<file path="src/rtl/cc_pkg.sv">
package cc_pkg;
  localparam int PIX_W      = 8;
  localparam int CHAR_BITS  = 7;
  localparam int NUM_REGS   = 4;
  localparam int ADDR_W     = $clog2(NUM_REGS);
  localparam int BITS_LINE  = 32;
  localparam int BIT_W      = $clog2(BITS_LINE);
  localparam int PH_W       = 16;
  localparam int LUT_W      = 4;
  localparam int RUNIN_CYC  = 7;
  localparam int PAUSE_BITS = 2;
  localparam int DATA_BITS  = 16;
  localparam int WT_W       = 9;

  // (1 - cos(2*pi*i/16)) / 2 scaled to 256
  function automatic logic [WT_W-1:0] sine_wt(input logic [LUT_W-1:0] idx);
    logic [LUT_W-1:0] m;
    m = idx[LUT_W-1] ? LUT_W'(5'd16 - {1'b0, idx}) : idx;
    case (m)
      4'd0:    sine_wt = 9'd0;
      4'd1:    sine_wt = 9'd10;
      4'd2:    sine_wt = 9'd37;
      4'd3:    sine_wt = 9'd79;
      4'd4:    sine_wt = 9'd128;
      4'd5:    sine_wt = 9'd177;
      4'd6:    sine_wt = 9'd219;
      4'd7:    sine_wt = 9'd246;
      default: sine_wt = 9'd256;
    endcase
  endfunction
endpackage

</file>
<file path="src/rtl/cc_bit_clock.sv">
module cc_bit_clock
  import cc_pkg::*;
#(
  parameter int SMP_PER_LINE = 858
) (
  input  logic             clk_i,
  input  logic             rst_ni,
  input  logic             smp_en_i,
  input  logic             sol_i,
  output logic [BIT_W-1:0] bit_o,
  output logic [LUT_W-1:0] ph_idx_o
);
  localparam int unsigned INC = ((1 << PH_W) * BITS_LINE) / SMP_PER_LINE;

  logic [PH_W-1:0]  ph_q, ph_cur, ph_nxt;
  logic [BIT_W-1:0] bit_q, bit_cur;
  logic             carry;

  // position of the sample presented this cycle
  assign ph_cur  = sol_i ? '0 : ph_q;
  assign bit_cur = sol_i ? '0 : bit_q;
  assign {carry, ph_nxt} = {1'b0, ph_cur} + (PH_W+1)'(INC);

  always_ff @(posedge clk_i or negedge rst_ni) begin
    if (!rst_ni) begin
      ph_q  <= '0;
      bit_q <= '0;
    end else if (smp_en_i) begin
      ph_q  <= ph_nxt;
      bit_q <= bit_cur + BIT_W'(carry);
    end
  end

  assign bit_o    = bit_cur;
  assign ph_idx_o = ph_cur[PH_W-1 -: LUT_W];

  a_r3_bit_step: assert property (@(posedge clk_i) disable iff (!rst_ni)
    smp_en_i && !sol_i |=> (bit_q == $past(bit_q)) || (bit_q == $past(bit_q) + 1'b1));
endmodule

</file>
<file path="src/rtl/cc_byte_regs.sv">
module cc_byte_regs
  import cc_pkg::*;
(
  input  logic                 clk_i,
  input  logic                 rst_ni,
  input  logic                 wr_en_i,
  input  logic [ADDR_W-1:0]    wr_addr_i,
  input  logic [CHAR_BITS-1:0] wr_data_i,
  input  logic                 hold_i,
  input  logic                 start_i,
  input  logic                 start_even_i,
  input  logic                 done_i,
  input  logic                 sel_even_i,
  output logic [CHAR_BITS-1:0] byte0_o,
  output logic [CHAR_BITS-1:0] byte1_o,
  output logic                 null_o
);
  logic [NUM_REGS-1:0][CHAR_BITS-1:0] reg_q, stg_q;
  logic [NUM_REGS-1:0] stg_v_q, hit, upd;
  logic [1:0]          pend_q, pend_set;
  logic                null_q;

  always_comb begin
    for (int a = 0; a < NUM_REGS; a++) begin
      hit[a] = wr_en_i && (wr_addr_i == ADDR_W'(a));
      upd[a] = !hold_i && (hit[a] || stg_v_q[a]);
    end
    pend_set[0] = upd[0] || upd[1];
    pend_set[1] = upd[2] || upd[3];
  end

  always_ff @(posedge clk_i or negedge rst_ni) begin
    if (!rst_ni) begin
      reg_q   <= '0;
      stg_q   <= '0;
      stg_v_q <= '0;
    end else begin
      for (int a = 0; a < NUM_REGS; a++) begin
        if (hold_i) begin
          if (hit[a]) begin
            stg_q[a]   <= wr_data_i;
            stg_v_q[a] <= 1'b1;
          end
        end else if (hit[a]) begin
          reg_q[a]   <= wr_data_i;
          stg_v_q[a] <= 1'b0;
        end else if (stg_v_q[a]) begin
          reg_q[a]   <= stg_q[a];
          stg_v_q[a] <= 1'b0;
        end
      end
    end
  end

  always_ff @(posedge clk_i or negedge rst_ni) begin
    if (!rst_ni) begin
      pend_q <= '0;
      null_q <= 1'b1;
    end else begin
      for (int p = 0; p < 2; p++) begin
        if (pend_set[p])                                    pend_q[p] <= 1'b1;
        else if (done_i && (sel_even_i == (p != 0)))        pend_q[p] <= 1'b0;
      end
      if (start_i) null_q <= !pend_q[start_even_i];
    end
  end

  assign byte0_o = sel_even_i ? reg_q[2] : reg_q[0];
  assign byte1_o = sel_even_i ? reg_q[3] : reg_q[1];
  assign null_o  = null_q;

  a_r11_hold_stable: assert property (@(posedge clk_i) disable iff (!rst_ni)
    hold_i |=> $stable(reg_q));
  a_r10_pend_clear: assert property (@(posedge clk_i) disable iff (!rst_ni)
    done_i |=> !pend_q[$past(sel_even_i)]);
endmodule

</file>
<file path="src/rtl/cc_wave_gen.sv">
module cc_wave_gen
  import cc_pkg::*;
#(
  parameter int BLANK_LVL = 60,
  parameter int HIGH_LVL  = 140,
  parameter int RUNIN_BIT = 5
) (
  input  logic [BIT_W-1:0]     bit_i,
  input  logic [LUT_W-1:0]     ph_idx_i,
  input  logic [CHAR_BITS-1:0] byte0_i,
  input  logic [CHAR_BITS-1:0] byte1_i,
  input  logic                 null_i,
  output logic [PIX_W-1:0]     lvl_o
);
  localparam int RUNIN_END = RUNIN_BIT + RUNIN_CYC;
  localparam int START_BIT = RUNIN_END + PAUSE_BITS;
  localparam int DATA0     = START_BIT + 1;
  localparam int DATA_END  = DATA0 + DATA_BITS;
  localparam int SWING     = HIGH_LVL - BLANK_LVL;
  localparam int PROD_W    = PIX_W + WT_W;

  logic [PROD_W-1:0]    prod;
  logic [3:0]           d;
  logic [CHAR_BITS-1:0] chr;
  logic [7:0]           frame;
  logic                 dbit;

  always_comb begin
    prod  = PROD_W'(SWING) * PROD_W'(sine_wt(ph_idx_i));
    d     = 4'(bit_i - BIT_W'(DATA0));
    chr   = d[3] ? byte1_i : byte0_i;
    frame = {~(^chr), chr};
    dbit  = null_i ? (d[2:0] == 3'd7) : frame[d[2:0]];
    lvl_o = PIX_W'(BLANK_LVL);
    if (bit_i >= BIT_W'(RUNIN_BIT) && bit_i < BIT_W'(RUNIN_END))
      lvl_o = PIX_W'(BLANK_LVL) + PIX_W'(prod >> 8);
    else if (bit_i == BIT_W'(START_BIT))
      lvl_o = PIX_W'(HIGH_LVL);
    else if (bit_i >= BIT_W'(DATA0) && bit_i < BIT_W'(DATA_END))
      lvl_o = dbit ? PIX_W'(HIGH_LVL) : PIX_W'(BLANK_LVL);
  end
endmodule

</file>
<file path="src/rtl/cc_line21_inserter.sv">
module cc_line21_inserter
  import cc_pkg::*;
#(
  parameter int SMP_PER_LINE = 858,
  parameter int LINE_W       = 10,
  parameter int CC_LINE_ODD  = 21,
  parameter int CC_LINE_EVEN = 284,
  parameter int BLANK_LVL    = 60,
  parameter int HIGH_LVL     = 140,
  parameter int RUNIN_BIT    = 5
) (
  input  logic                 clk_i,
  input  logic                 rst_ni,
  input  logic                 smp_en_i,
  input  logic                 sol_i,
  input  logic [LINE_W-1:0]    line_i,
  input  logic                 field_odd_i,
  input  logic [PIX_W-1:0]     pix_i,
  input  logic                 wr_en_i,
  input  logic [ADDR_W-1:0]    wr_addr_i,
  input  logic [CHAR_BITS-1:0] wr_data_i,
  output logic [PIX_W-1:0]     y_o
);
  logic                 line_is_cc, cc_act_q, pair_even_q, cc_cur, sol_en;
  logic                 start, done, tx_null;
  logic [BIT_W-1:0]     bit_pos;
  logic [LUT_W-1:0]     ph_idx;
  logic [CHAR_BITS-1:0] b0, b1;
  logic [PIX_W-1:0]     lvl;

  assign line_is_cc = ( field_odd_i && line_i == LINE_W'(CC_LINE_ODD)) ||
                      (!field_odd_i && line_i == LINE_W'(CC_LINE_EVEN));
  assign sol_en = smp_en_i && sol_i;
  assign start  = sol_en && line_is_cc;
  assign done   = sol_en && cc_act_q;
  assign cc_cur = sol_i ? line_is_cc : cc_act_q;

  always_ff @(posedge clk_i or negedge rst_ni) begin
    if (!rst_ni) begin
      cc_act_q    <= 1'b0;
      pair_even_q <= 1'b0;
    end else if (sol_en) begin
      cc_act_q    <= line_is_cc;
      pair_even_q <= !field_odd_i;
    end
  end

  cc_bit_clock #(.SMP_PER_LINE(SMP_PER_LINE)) u_clk (
    .clk_i, .rst_ni, .smp_en_i, .sol_i,
    .bit_o(bit_pos), .ph_idx_o(ph_idx)
  );

  cc_byte_regs u_regs (
    .clk_i, .rst_ni, .wr_en_i, .wr_addr_i, .wr_data_i,
    .hold_i(cc_act_q), .start_i(start), .start_even_i(!field_odd_i),
    .done_i(done), .sel_even_i(pair_even_q),
    .byte0_o(b0), .byte1_o(b1), .null_o(tx_null)
  );

  cc_wave_gen #(.BLANK_LVL(BLANK_LVL), .HIGH_LVL(HIGH_LVL), .RUNIN_BIT(RUNIN_BIT)) u_wave (
    .bit_i(bit_pos), .ph_idx_i(ph_idx), .byte0_i(b0), .byte1_i(b1),
    .null_i(tx_null), .lvl_o(lvl)
  );

  always_ff @(posedge clk_i or negedge rst_ni) begin
    if (!rst_ni)       y_o <= '0;
    else if (smp_en_i) y_o <= cc_cur ? lvl : pix_i;
  end

  a_r1_pass: assert property (@(posedge clk_i) disable iff (!rst_ni)
    smp_en_i && !cc_cur |=> y_o == $past(pix_i));
  a_r4_range: assert property (@(posedge clk_i) disable iff (!rst_ni)
    smp_en_i && cc_cur |=> (y_o >= PIX_W'(BLANK_LVL)) && (y_o <= PIX_W'(HIGH_LVL)));
  a_r12_start_hold: assert property (@(posedge clk_i) disable iff (!rst_ni)
    start |=> cc_act_q);
endmodule

</file>
<file path="config.mk">
export PLATFORM = sky130hd
export DESIGN_NAME = cc_line21_inserter
export DESIGN_NICKNAME = d
export VERILOG_FILES = /design/src/rtl/cc_pkg.sv /design/src/rtl/cc_bit_clock.sv /design/src/rtl/cc_byte_regs.sv /design/src/rtl/cc_wave_gen.sv /design/src/rtl/cc_line21_inserter.sv
export SDC_FILE = /design/constraint.sdc
export NUM_CORES = 1
export LEC_CHECK = 0
export BUFFER_PORTS_ARGS = -buffer_cell sky130_fd_sc_hd__buf_2
export CAP_MARGIN = 20
export CORE_MARGIN = 2
export CORE_UTILIZATION = 43
export CTS_CLUSTER_DIAMETER = 40
export DETAILED_ROUTE_END_ITERATION = 10
export GPL_TIMING_DRIVEN = 0
export SETUP_SLACK_MARGIN = 0.05
export SYNTH_ARGS = -nofsm -noshare
export SYNTH_HDL_FRONTEND = slang
export SYNTH_SLANG_ARGS = --single-unit
</file>
<file path="constraint.sdc">
create_clock -name clk_i -period 4.6 [get_ports clk_i]
set_input_delay 0.23 -clock clk_i [delete_from_list [all_inputs] [get_ports clk_i]]
set_output_delay 0.23 -clock clk_i [all_outputs]
set_load 0.005 [all_outputs]
</file>
# After elaboration in Yosys (flattened, before gate mapping)
# Memory sizes are Yosys's and may differ from the RTL's.
# Index checks and enable logic that the tools add are counted.
[totals] mem_bits_rw=0 output_inout_bits=8 mem_count=1 romBits=64 reg_bits=94 input_bits=33 latchBits=0
[memory_table] name="(no name shown)" words=8 word_bits=8 read_ports=1 rd_clocked_by_memory_dff=0 wr=0 line_no="cc_pkg.sv:19" source="case (m)"
[op_classes] div=0 n_shift=0 eq_ne=11 reduce_logical=43 order_cmp=6 n_mux=38 multipliers=1 n_addsub=5 n_bitwise=3
[ops] op="$mux W7" n=11
[ops] op="$mux W8" n=5
[ops] op="$add A16 B12 Y17 const B" n=1
[ops] op="$logic_and A1 B1 Y1" n=17
[ops] op="$mux W1" n=17
[ops] op="$mux W16" n=1
[ops] op="$reduce_and A2 Y1" n=8
[ops] op="$mul A3 B9 Y12 const A" n=1
[ops] op="$reduce_bool A2 Y1" n=6
[ops] op="$eq A10 B5 Y1 const B" n=1
[ops] op="$eq A10 B9 Y1 const B" n=1
[ops] op="$mux W9" n=1
[ops] op="$add A6 B8 Y8 const A" n=1
[ops] op="$ne A2 B1 Y1 const B" n=4
[ops] op="$logic_or A1 B1 Y1" n=7
[ops] op="$reduce_xor A7 Y1" n=1
[ops] op="$add A5 B1 Y5" n=1
[ops] op="$eq A5 B4 Y1 const B" n=1
[ops] op="$ge A5 B3 Y1 const B" n=1
[ops] op="$ge A5 B4 Y1 const B" n=1
[ops] op="$lt A5 B4 Y1 const B" n=1
[ops] op="$lt A5 B5 Y1 const B" n=1
[ops] op="$mux W5" n=1
[ops] op="$eq A2 B2 Y1 const B" n=2
[ops] op="11 further kinds" n=15

# Logic depth before layout (Yosys ltp)
# Gate-level depths: netlist of run 1.
[logic_depth] depth_word=13 ltp_mapped=23 mapped_depth_nobuf=20

# By module
# From an unflattened synthesis of run 1, not the netlist that was laid out.
[unflattened] hier_cells=555 area_unflattened_um2=5947.0
[by_module_without_submodules] module="cc_byte_regs" seq_area_each_um2=1577.8 area_per_inst_um2=2952.8 cells_per_inst=216 n_inst=1
[by_module_without_submodules] module="cc_bit_clock" seq_area_each_um2=475.5 area_per_inst_um2=1216.2 cells_per_inst=132 n_inst=1
[by_module_without_submodules] module="cc_wave_gen" seq_area_each_um2=0.0 area_per_inst_um2=1123.6 cells_per_inst=145 n_inst=1
[by_module_without_submodules] module="cc_line21_inserter" seq_area_each_um2=250.2 area_per_inst_um2=654.4 cells_per_inst=62 n_inst=1

# Worst setup path before layout of run 1
# No wires, ideal clock.
[synth_path] path_type="flip-flop to flip-flop" startpoint="reg u_clk.ph_q[12]" endpoint="reg y_o[4]" arrival_time_ns=4.478 n_path_buf=2 setup_ns=0.066 stages_incl_launch_ff=21 required_ns=4.534 slack_ns=0.056 cell_sequence="dfrtp_1 > clkbuf_1 > nor2b_1 > inv_1 > ha_1 > and2b_1 > mux2_2 > mux2i_1 > nor2_1 > ha_1 > ha_1 > clkbuf_1 > a21oi_1 > mux2i_1 > o311ai_0 > a211oi_1 > inv_1 > ha_1 > or3_1 > a21boi_0 > o32a_1"
[synth_via] elab_chain_cells=9
[synth_lines] element="start: declaration" line_no="cc_bit_clock.sv:15" source="logic [PH_W-1:0] ph_q, ph_cur, ph_nxt;"
[synth_lines] element="start signal: assignment" line_no="cc_bit_clock.sv:29" source="ph_q <= ph_nxt;"
[synth_lines] element="$mux W16 *" line_no="cc_bit_clock.sv:20" source="assign ph_cur = sol_i ? '0 : ph_q;"
[synth_lines] element="$sub A1 B4 Y4" line_no="cc_pkg.sv:18" source="m = idx[LUT_W-1] ? LUT_W'(5'd16 - {1'b0, idx}) : idx;"
[synth_lines] element="$mux W4 *" line_no="cc_pkg.sv:18"
[synth_lines] element="$mem_v2 Z8 W8"
[synth_lines] element="$mux W9 *" line_no="cc_pkg.sv:19"
[synth_lines] element="$mul A3 B9 Y12 *" line_no="cc_wave_gen.sv:29" source="prod = PROD_W'(SWING) * PROD_W'(sine_wt(ph_idx_i));"
[synth_lines] element="$add A6 B8 Y8 *" line_no="cc_wave_gen.sv:36" source="lvl_o = PIX_W'(BLANK_LVL) + PIX_W'(prod >> 8);"
[synth_lines] element="$mux W8 *" line_no="cc_wave_gen.sv:35" source="if (bit_i >= BIT_W'(RUNIN_BIT) && bit_i < BIT_W'(RUNIN_END))"
[synth_lines] element="$mux W8 *" line_no="cc_line21_inserter.sv:67" source="else if (smp_en_i) y_o <= cc_cur ? lvl : pix_i;"
[synth_lines] element="end signal: assignment" line_no="cc_line21_inserter.sv:67"
[synth_lines] element="end: declaration" line_no="cc_line21_inserter.sv:22" source="output logic [PIX_W-1:0] y_o"
# Every way passes the cells marked *; elsewhere a longest branch is shown, timed or not.
# A chain may end at the register's enable or synchronous reset.

# Worst setup path after layout of run 1
# Ends and elaborated chain as after synthesis.

==> impl_metrics.csv, run 1 <==
group,metric,value,unit
worst_hold_path,holdCritStartpoint,"field_odd_i",
synthesis,yosysTopAreaCellShare,0.4079,
sta,rsz0062_at_grt,"false",
worst_hold_path,hold_class,"in2reg",
place,dp_cells,785,
synthesis,syn_nets,627,
setup_path,worstSetupEndpointType,"flip-flop",
power_and_ir_drop,vdd.ir_drop.worst,0.0002984,V
layout,fin_cells,810,
worst_hold_path,min_path_cells,2,
setup_path,r2r_end,"y_o[4]",
power_and_ir_drop,switching_power,0.7076,mW
run_status,status,"finished clean",
sta,setup_violations,0,
sta,max_freq,230.0,MHz
floorplan,fp.dieW,117.9,µm
synthesis,synth_area_per_cell,9.743,µm²
synthesis,synthTopCellsByArea,"dfrtp_1 41%, mux2_2 6.7%, ha_1 4.5%",
synthesis,yosysTopAreaCell,"dfrtp_1",
run,drv_cap,0,
global_route,grt_max_degree,74,
global_route,antenna_found_initial,0,
synthesis,synthCells,573,
sta,slew_violations,0,
routing,ant_nets,0,
clock_network,clockBufferDepth,2,
global_route,met1_usage,0.2492,
place,dpl.hpwl,9864,µm
setup_path,worst-path-buf-inv,3,
floorplan,start_util,0.4406,
layout,nets,687,
routing,route.detailed.drc,0,
layout,area_growth,17.08,%
clock_network,htree_num_levels,3,
power_and_ir_drop,switching_share,0.3050,
setup_path,crit_required,4.89,ns
global_route,met3_usage,0.04021,
power_and_ir_drop,p_total,2.320,mW
floorplan,core-area,12670,µm²
layout,antenna_cells,0,
global_route,grt_usage,0.2009,
place,place_ws,-0.7760,ns
setup_path,r2r-start,"u_clk.ph_q[12]",
floorplan,placementRows,41,
power_and_ir_drop,powerDensity,354.9,nW/µm²
power_and_ir_drop,pwr-share-clk,0.343,
global_route,use_met2,0.3528,
sta,timing.hold.ws,0.1173,ns
clock_network,cts_buffers,9,
sta,hold_violations,0,
place,numPortBuffers,39,
clock_network,cts_root_buf,"clkbuf_16",
setup_path,crit_path_max_incr_delay,0.41,ns
routing,via_count,4514,
global_route,grt_first_pass_wirelength,22470,µm
routing,drtPass1Iterations,4,
floorplan,io_pins,41,
sta,post-route-period-util,0.9453,
synthesis,ys_ff_latch,92,
global_route,grt_pass1_vias,4561,
routing,wire_per_inst,16.81,µm
place,gp_congestion,0.8359,
worst_hold_path,hold_end,"pair_even_q",
setup_path,reg2reg_depth,20,
setup_path,path_max_fanout,4,
setup_path,critPathArrivalTime,4.64,ns
setup_path,cp_slowest_cell,"fa_2",
sta,skew,0.006877,ns
routing,first_iter_violations,305,
routing,vias_per_cell,5.573,
setup_path,crit_family,"adder cells",
synthesis,synth_edf_count,0,
synthesis,synth-async-reset-ratio,1.000,
synthesis,synth_area,5583,µm²
power_and_ir_drop,p_int,1.612,mW
sta,fin_crit,4.348,ns
synthesis,yosysWarnings,0,
sta,relSlewSlack,0.5403,
sta,setup_ws,0.2517,ns
floorplan,die_h,117.9,µm
power_and_ir_drop,power_frac_seq,0.415,
global_route,grt-busiest-layer,"met2",
synthesis,synth.distinct_cells,66,
setup_path,cp-start-kind,"flip-flop",
global_route,grt-ovfl-total,0,
synthesis,ys.flop_type,"dfrtp_1",
floorplan,fp.dieArea,13910,µm²
layout,drive_above_1_share,0.2210,
sta,tightestPinTransition,0.6881,ns
power_and_ir_drop,p_leak,2.962,nW
setup_path,crit_path_cell_trace,"nor2b_4, inv_1, ha_4, mux2i_1, nor2_2, ha_2, nor3_2, o311ai_2, and2_4, ha_1, fa_2, a21o_1, a21oi_2, buf_4, xnor2_1, inv_1, ha_2, or3_1, a21boi_0, o32a_1",
power_and_ir_drop,comb_power_share,0.242,
synthesis,yosysSeqAreaShare,0.4126,
clock_network,clock_sinks,92,
clock_network,cts_tree,"yes",
setup_path,path_class,"reg2reg",
clock_network,cts.reportedPaths.clkPinSlew,0.07,ns
routing,wl,13620,µm
setup_path,r2r_slack,0.25,ns
clock_network,clock_latency,0.35,ns
[cell families (layout without fill, tap and decap cells)]
kind of cell / count (synthesis) / after routing / synth area share
AND/OR/NAND/NOR: 167 / 167 / 0.1470
multiplexers: 57 / 57 / 0.1293
buffers and inverters: 50 / 115 / 0.03944
flip-flops: 92 / 92 / 0.4126
XOR/XNOR: 19 / 19 / 0.02981
AO/OA/AOI/OAI: 167 / 167 / 0.1934
adder cells (fa/ha/maj): 21 / 21 / 0.04841
[power groups by stage]
| stage | logic [mW] | registers (mW) | clock network, mW |
|---|---|---|---|
| after global placement | 0.481 | 0.968 | 0 |
| after floorplan | 0.372 | 0.951 | 0 |
| after detailed placement | 0.500 | 0.972 | 0 |
| after CTS | 0.522 | 0.960 | 0.819 |
| final | 0.562 | 0.962 | 0.795 |
| after global routing | 0.626 | 0.972 | 0.842 |
[worst reg2reg max path, cell delays in order, from the launching register on]
cell,delay [ns]
dfrtp_2,0.37
nor2b_4,0.18
inv_1,0.12
ha_4,0.29
mux2i_1,0.08
nor2_2,0.17
ha_2,0.25
nor3_2,0.05
o311ai_2,0.33
and2_4,0.21
ha_1,0.26
fa_2,0.41
a21o_1,0.17
a21oi_2,0.16
buf_4,0.14
xnor2_1,0.14
inv_1,0.08
ha_2,0.20
or3_1,0.36
a21boi_0,0.16
o32a_1,0.17
[cell usage after synthesis, types with 4 or more instances]
| library cell | count |
|---|---|
| dfrtp_1 | 91 |
| o2bb2ai_1 | 9 |
| nand2_1 | 62 |
| a31oi_1 | 10 |
| and3_1 | 6 |
| mux2i_1 | 15 |
| xnor2_1 | 6 |
| xor2_1 | 13 |
| inv_1 | 14 |
| a21oi_1 | 37 |
| o21bai_1 | 5 |
| clkbuf_1 | 25 |
| ha_1 | 20 |
| nor3_1 | 9 |
| nand2b_1 | 5 |
| mux4_1 | 4 |
| o21ai_0 | 44 |
| a22oi_1 | 29 |
| mux2_2 | 33 |
| nor2_1 | 32 |
| nor2b_1 | 15 |
| nand3_1 | 9 |
| or3_1 | 7 |
[per-layer routing]
metal / share of wire / wire (µm) / up-vias
li1: - / - / 2220
met1: 0.45 / 6166 / 2210
met2: 0.51 / 6880 / 68
met3: 0.029 / 391 / 16
met4: 0.013 / 180 / 0
met5: 0 / 0 / -
[sequential cells by signal, indices dropped and copies added (netlist names)]
signal,flops
u_regs.null_o,1
pair_even_q,1
u_clk.bit_q,5
u_regs.pend_q,2
u_clk.ph_q,14
u_regs.reg_q,28
cc_act_q,1
u_regs.stg_q,28
u_regs.stg_v_q,4
y_o,8
[cell usage in the layout, fill, tap and decap left out, drive strengths merged, types with 5 or more instances in the layout]
| cell | instances |
|---|---|
| xnor2 | 6 |
| nand2b | 5 |
| inv | 17 |
| buf | 61 |
| o21bai | 5 |
| nor3 | 9 |
| o2bb2ai | 9 |
| mux2i | 17 |
| nand2 | 62 |
| dfrtp | 91 |
| clkbuf | 33 |
| ha | 20 |
| nor2 | 32 |
| a21oi | 37 |
| o21ai | 44 |
| mux4 | 7 |
| nand3 | 10 |
| or3 | 7 |
| mux2 | 33 |
| xor2 | 13 |
| a31oi | 10 |
| nor2b | 16 |
| and3 | 6 |
| a22oi | 29 |
[worst max path at each step]
stage	startpoint	end	slack, ns	depth (start not counted)
finish	u_clk.ph_q[12]	y_o[4]	0.25	20
global route	u_clk.ph_q[12]	y_o[6]	0.04	19
CTS	u_clk.ph_q[12]	y_o[6]	0.07	18
detailed placement	sol_i	y_o[4]	-0.78	23
global placement	sol_i	y_o[4]	-0.66	23
floorplan	u_clk.ph_q[12]	y_o[4]	0.06	20
[final cells by class]
cell class	instances	area [µm²]
fillers	1180	6135
flip-flops and latches	92	2306
well taps	172	215.2
plain buffers	32	152.6
clock inverters	5	66.31
multi-input cells	431	3172
repair buffers	52	315.3
inverters	15	56.30
clock buffers	11	252.7
[metrics by stage]
step	setup TNS (ns)	instance area, µm²	util
global route	0	6536	0.5158
floorplan	0	5583	-
detailed placement	-2.951	6023	0.4754
CTS	0	6415	0.5063
finish	0	6536	0.5158
global placement	-2.211	5993	0.4730
[timing repair]
item,4_1_cts,5_1_grt
endpoints found under the setup margin,6,5
buffers inserted,5,5
endpoints found under the hold margin,19,0
cloned,0,0
pin swaps,2,8
hold buffers,1,0
gates resized for setup,11,16
(Power assumes the default switching activity.)
==> run 2: changes to the inputs <==
- CORE_MARGIN: 2 -> not set
- CORE_UTILIZATION: 43 -> 55
- PLACE_DENSITY: not set -> 0.77
- clock period: 4.6 -> 3.8 ns (I/O delays scaled with it)
==> run 2 against run 1 <==
Against the previous run: the flow now finishes with violations (setup timing); wire length increased by 0.72%; sequential power increased by 21%; core utilization increased by 16 points; register-to-register slack got worse by 0.73 ns; first-iteration DRC count decreased by 38%; combinational power increased by 42%; global-route usage increased by 7.3 points; worst hold slack got worse by 0.053 ns; fmax increased by 1.7%; sequential cell count unchanged; critical path type unchanged.
==> impl_metrics.csv, run 2 (same netlist as run 1, synthesis figures left out) <==
group,metric,value,unit
setup_path,critical_path.most_common_cell,"ha_4",
power_and_ir_drop,power_frac_seq,0.443,
global_route,grt_usage,0.2736,
clock_network,clock_sinks,92,
sta,tightestPinTransition,0.6925,ns
clock_network,clock_latency,0.37,ns
clock_network,cts_buffers,9,
power_and_ir_drop,p_total,2.622,mW
floorplan,fp.dieArea,10560,µm²
sta,slew_violations,0,
floorplan,fp.dieW,102.8,µm
setup_path,path_max_fanout,3,
global_route,grt_pass1_vias,4711,
place,dpl.hpwl,9714,µm
clock_network,cts.reportedPaths.clkPinSlew,0.10,ns
run_status,status,"complete, but fails checks",
layout,drive_above_1_share,0.2687,
sta,post-route-period-util,1.125,
routing,via_count,4760,
layout,antenna_cells,0,
sta,skew,0.01275,ns
setup_path,crit_path_max_incr_delay,0.50,ns
floorplan,placementRows,36,
setup_path,cp-start-kind,"flip-flop",
power_and_ir_drop,switching_share,0.3420,
run,drv_cap,0,
sta,tns,-1.477,ns
sta,setup_ws,-0.4737,ns
layout,area_growth,19.21,%
power_and_ir_drop,pwr-share-clk,0.253,
layout,reg_top3,"u_regs.reg_q (28), u_regs.stg_q (28), u_clk.ph_q (14)",
global_route,grt-ovfl-total,0,
setup_path,cp_slowest_cell,"or4b_1",
place,gp_congestion,0.8588,
floorplan,start_util,0.5686,
floorplan,io_pins,41,
setup_path,worstSetupEndpointType,"flip-flop",
routing,first_iter_violations,190,
clock_network,cts_tree,"yes",
layout,layout_common_cells,"91 x dfrtp_1, 61 x nand2_1, 40 x buf_2, 40 x o21ai_0, 32 x mux2_2",
global_route,grt_max_degree,75,
sta,max_freq,234.0,MHz
setup_path,path_class,"reg2reg",
sta,hold_violations,0,
place,numPortBuffers,39,
setup_path,crit_required,4.08,ns
routing,wl,13720,µm
routing,wire_per_inst,17.41,µm
routing,drtPass1Iterations,5,
sta,setup_violations,5,
run_status,violations,"setup timing",
floorplan,core-area,9819,µm²
power_and_ir_drop,powerDensity,393.9,nW/µm²
clock_network,htree_num_levels,3,
power_and_ir_drop,p_int,1.725,mW
layout,n_fill_cell,772,
clock_network,clockBufferDepth,2,
worst_hold_path,hold_class,"in2reg",
power_and_ir_drop,switching_power,0.8965,mW
place,place_ws,-0.7302,ns
power_and_ir_drop,vdd.ir_drop.worst,0.0002869,V
setup_path,critPathArrivalTime,4.56,ns
clock_network,cts_root_buf,"clkbuf_8",
sta,relSlewSlack,0.5383,
routing,ant_nets,0,
sta,rsz0062_at_grt,"true",
layout,final_common_cell,"dfrtp_1",
global_route,antenna_found_initial,0,
sta,fin_crit,4.274,ns
routing,vias_per_cell,6.041,
floorplan,die_h,102.8,µm
global_route,grt_first_pass_wirelength,22100,µm
routing,route.detailed.drc,0,
power_and_ir_drop,p_leak,3.030,nW
layout,fin_util,0.6778,
setup_path,crit_path_cell_trace,"nor2b_4, inv_2, ha_4, mux2i_2, nor2_2, ha_2, nor3_2, o311ai_2, and2_4, ha_4, fa_2, a21o_1, a21oi_2, o21bai_1, a21oi_1, xor2_1, nand2_1, or4b_1, a41oi_2",
power_and_ir_drop,comb_power_share,0.305,
layout,nets,704,
sta,timing.hold.ws,0.06464,ns
run 2: cell count changes in the layout (fill, tap and decap cells not counted), sizes merged:
cell and delta:
inv +1, clkinv +3, buf +16, bufinv -1
clkbuf -1, clkinvlp -1
run 2: final cells by class:
| type | instances | area [µm²] | area share |
|---|---|---|---|
| repair buffers | 69 | 446.7 | 0.06712 |
| plain buffers | 32 | 162.7 | 0.02444 |
| clock buffers | 9 | 123.9 | 0.01861 |
| flip-flops and latches | 92 | 2303 | 0.3461 |
| inverters | 15 | 56.30 | 0.008460 |
| well taps | 133 | 166.4 | 0.02500 |
| clock inverters | 7 | 76.32 | 0.01147 |
| multi-input cells | 431 | 3319 | 0.4988 |
run 2: what timing repair did:
| action | in CTS | in global routing |
|---|---|---|
| hold buffers | 1 | 0 |
| setup buffers | 20 | 9 |
| endpoints found under the setup margin | 6 | 6 |
| gates resized for setup | 22 | 13 |
| endpoints found under the hold margin | 18 | 0 |
| pin swaps | 26 | 11 |
run 2: layer usage:
metal / GRT usage / up-vias / routed length, µm
met3: 0.05492 / 37 / 579
met2: 0.5015 / 130 / 7163
met1: 0.3151 / 2331 / 5570
met4: 0.1018 / 0 / 403
li1: - / 2262 / -
met5: 0 / - / 0
run 2: critical path: cells and delay by family (launching register included):
family	cells	cell delay (ns)
fa+ha+maj	4	1.08
simple gates	6	1.22
buf+inv	1	0.06
xor+xnor	1	0.25
compound gates	6	1.12
flops	1	0.39
mux	1	0.06
run 2: worst paths after layout:
path                       cells after the start        startpoint          endpoint  slack, ns
min reg2reg                                    2  u_regs.reg_q[20]  u_regs.reg_q[20]       0.50
max in group asynchronous                      3            rst_ni  u_regs.reg_q[17]       2.91
min in group asynchronous                      2            rst_ni    u_clk.ph_q[10]       0.24
max                                           19    u_clk.ph_q[12]            y_o[6]      -0.47
min                                            2       field_odd_i       pair_even_q       0.06
max reg2reg                                   19    u_clk.ph_q[12]            y_o[6]      -0.47
run 2: power by group through the flow:
stage | sequential, mW | clock (mW) | combinational (mW)
after CTS | 1.16 | 0.679 | 0.756
after detailed placement | 1.18 | 0 | 0.669
after floorplan | 1.15 | 0 | 0.509
after global routing | 1.17 | 0.722 | 0.873
after global placement | 1.17 | 0 | 0.636
final | 1.16 | 0.662 | 0.799
run 2: per-stage QoR:
stage                     cells  area [µm²]
after floorplan             573        5727
after global routing        788        6655
after CTS                   782        6575
final                       788        6655
after detailed placement    746        6118
after global placement      745        6088
==> run 3: changes to the inputs <==
- ABC_AREA: not set -> 1
- SETUP_SLACK_MARGIN: 0.05 -> 0.2
==> run 3 against run 2 <==
Against the previous run: the flow now finishes without violations; clock-buffer cell count increased by 1; highest routed layer unchanged; final area decreased by 4.8%; non-clock buffer count decreased by 16; core utilization decreased by 0.47 points; fmax increased by 16%; register-to-register slack improved by 0.59 ns; synthesized cell count increased by 28%; wire length decreased by 5.2%; critical path depth increased by 8; power increased by 2.0%; die area decreased by 2.5%.
==> impl_metrics.csv, run 3 <==
group,metric,value,unit
floorplan,io_pins,41,
synthesis,yosysTopAreaCell,"dfrtp_1",
routing,vias_per_cell,5.310,
global_route,grt_pass1_vias,4788,
routing,first_iter_violations,230,
routing,wl_met3,424,µm
routing,m1WireLength,5697,µm
layout,finish.instance_area,6337,µm²
sta,fin_crit,3.686,ns
global_route,antenna_found_initial,0,
layout,area_growth,16.49,%
routing,wire_per_inst,13.89,µm
place,gp_congestion,0.8582,
synthesis,ys_ff_latch,92,
worst_hold_path,min_path_cells,3,
sta,post-route-period-util,0.9699,
synthesis,synth_area_per_cell,7.442,µm²
run,drv_cap,0,
power_and_ir_drop,powerDensity,422.1,nW/µm²
sta,relSlewSlack,0.5031,
synthesis,yosysSeqAreaShare,0.4234,
routing,wl,13000,µm
routing,highest_layer,"met4",
clock_network,cts_tree,"yes",
sta,slew_violations,0,
clock_network,clock_sinks,92,
routing,via_count,4970,
setup_path,worstSetupEndpointType,"flip-flop",
layout,nets,856,
place,dpl.hpwl,9379,µm
power_and_ir_drop,vdd.ir_drop.worst,0.0002716,V
layout,multiInputGateArea,2785,µm²
clock_network,htree_num_levels,3,
layout,drive_above_1_share,0.1685,
global_route,grt_max_degree,74,
setup_path,path_max_fanout,4,
place,numPortBuffers,39,
floorplan,die_h,101.5,µm
global_route,grt_first_pass_wirelength,21420,µm
floorplan,fp.dieW,101.5,µm
clock_network,cts_buffers,9,
routing,drtPass1Iterations,4,
power_and_ir_drop,p_leak,3.171,nW
clock_network,clockBufferDepth,2,
sta,max_freq,271.3,MHz
synthesis,synthTopCellsByArea,"dfrtp_1 42%, nand2_1 14%, o21ai_0 8.3%",
synthesis,ys.flop_type,"dfrtp_1",
routing,ant_nets,0,
clock_network,cts_root_buf,"clkbuf_8",
synthesis,yosysTopAreaCellShare,0.4186,
routing,wl_met2,6533,µm
global_route,grt_usage,0.2701,
floorplan,start_util,0.5778,
synthesis,yosysWarnings,0,
sta,skew,0.01506,ns
sta,rsz0062_at_grt,"true",
setup_path,reg2reg_depth,27,
run_status,status,"finished clean",
floorplan,fp.dieArea,10290,µm²
layout,n_fill_cell,824,
worst_hold_path,hold_class,"in2reg",
clock_network,cts.reportedPaths.clkPinSlew,0.10,ns
setup_path,critPathArrivalTime,3.95,ns
layout,antenna_cells,0,
clock_network,clock_latency,0.36,ns
synthesis,synth.most_common_cell,"nand2_1",
synthesis,synthCells,731,
synthesis,syn_nets,785,
synthesis,synth.distinct_cells,40,
place,dpl_cell_area,5839,µm²
layout,layout_common_cells,"205 x nand2_1, 91 x inv_1, 91 x dfrtp_1, 87 x o21ai_0, 44 x nor2_1",
floorplan,core-area,9415,µm²
synthesis,synth_area,5440,µm²
place,dp_cells,900,
setup_path,crit_required,4.06,ns
sta,setup_violations,0,
global_route,grt-ovfl-total,0,
setup_path,path_class,"reg2reg",
synthesis,synth_edf_count,0,
layout,reg_top3,"u_regs.reg_q (28), u_regs.stg_q (28), u_clk.ph_q (14)",
setup_path,cp-start-kind,"flip-flop",
routing,route.detailed.drc,0,
sta,tightestPinTransition,0.7397,ns
layout,seqCellArea,2303,µm²
layout,fin_cells,936,
layout,final_common_cell,"nand2_1",
floorplan,placementRows,35,
synthesis,ys_top_cells_by_count,"207 x nand2_1, 96 x inv_1, 91 x dfrtp_1",
synthesis,synth-async-reset-ratio,1.000,
sta,hold_violations,0,
run 3: cells by family after synthesis:
kind of cell               count (synthesis)  share of synthesized area
and+or+nand+nor                          317                     0.2482
DFF                                       92                     0.4234
adders and majority gates                 21                    0.04968
xor gates and xnor gates                  15                    0.02553
AOI/OAI and AO/OA                        162                     0.1642
buffers and inverters                    124                    0.08901
run 3: layout make-up:
cell class	instances	area share
Multi-Input combinational cell	515	0.4395
Clock buffer	10	0.02014
Tap cell	129	0.02547
Timing Repair Buffer	60	0.05962
Buffer	25	0.01797
Inverter	99	0.05903
Clock inverter	6	0.01481
Sequential cell	92	0.3635
run 3: worst max-delay path, cell delays in order (launching register included):
cell and delay, ns:
dfrtp_1 0.39, inv_2 0.06, nor2_4 0.10, inv_2 0.07, ha_4 0.17, o21ai_2 0.12
nand2_2 0.11, buf_4 0.17, nor2_1 0.15, nor2_2 0.07, ha_1 0.29, o21ai_2 0.09
nor2_4 0.06, fa_2 0.35, nand2_2 0.07, inv_2 0.04, o21ai_1 0.11, nand2_1 0.07
nand2_1 0.07, nand2_1 0.07, a21oi_2 0.17, xor2_2 0.20, buf_4 0.16, nand4_1 0.11
nand2_1 0.15, a21oi_1 0.08, nand2_1 0.06, a21oi_1 0.06
run 3: metrics by stage:
| stage | util | setup WS (ns) | setup TNS (ns) | power [mW] | hold slack, ns |
|---|---|---|---|---|---|
| finish | 0.6731 | 0.1142 | 0 | 2.675 | 0.08714 |
| global route | 0.6731 | -0.09452 | -0.1866 | 2.837 | 0.09953 |
| CTS | 0.6583 | 0.2008 | 0 | 2.629 | 0.07265 |
| detailed placement | 0.6202 | -0.5175 | -1.938 | 1.866 | 0.1023 |
| global placement | 0.6170 | -0.3907 | -1.523 | 1.831 | 0.4523 |
| floorplan | - | 0.2083 | 0 | 1.671 | -0.1056 |
run 3: final timing paths:
| path | slack (ns) | start | endpoint |
|---|---|---|---|
| min | 0.09 | pix_i[3] | y_o[3] |
| max | 0.11 | u_clk.ph_q[12] | y_o[7] |
| max in group asynchronous | 2.87 | rst_ni | u_regs.null_o |
| min reg2reg | 0.49 | y_o[2] | y_o[2] |
| min in group asynchronous | 0.25 | rst_ni | y_o[6] |
| max reg2reg | 0.11 | u_clk.ph_q[12] | y_o[7] |
run 3: routing by layer:
layer,global-route usage,up-vias
met3,0.04003,24
met4,0.1003,0
met1,0.3154,2319
met2,0.5013,117
met5,0,-
li1,-,2510
run 3: power by group:
part	internal, mW	switching (mW)	total, mW	leakage, nW
sequential	1.12	0.0740	1.20	1.17
combinational	0.295	0.449	0.744	1.90
clock	0.377	0.357	0.734	0.107
total	1.79	0.880	2.67	3.17
run 3: timing repair:
item / in CTS / in global routing
gates resized for setup: 14 / 19
hold endpoints to repair: 19 / 0
pin swaps: 6 / 10
buffers inserted: 10 / 9
hold buffers: 1 / 0
setup endpoints to repair: 5 / 5
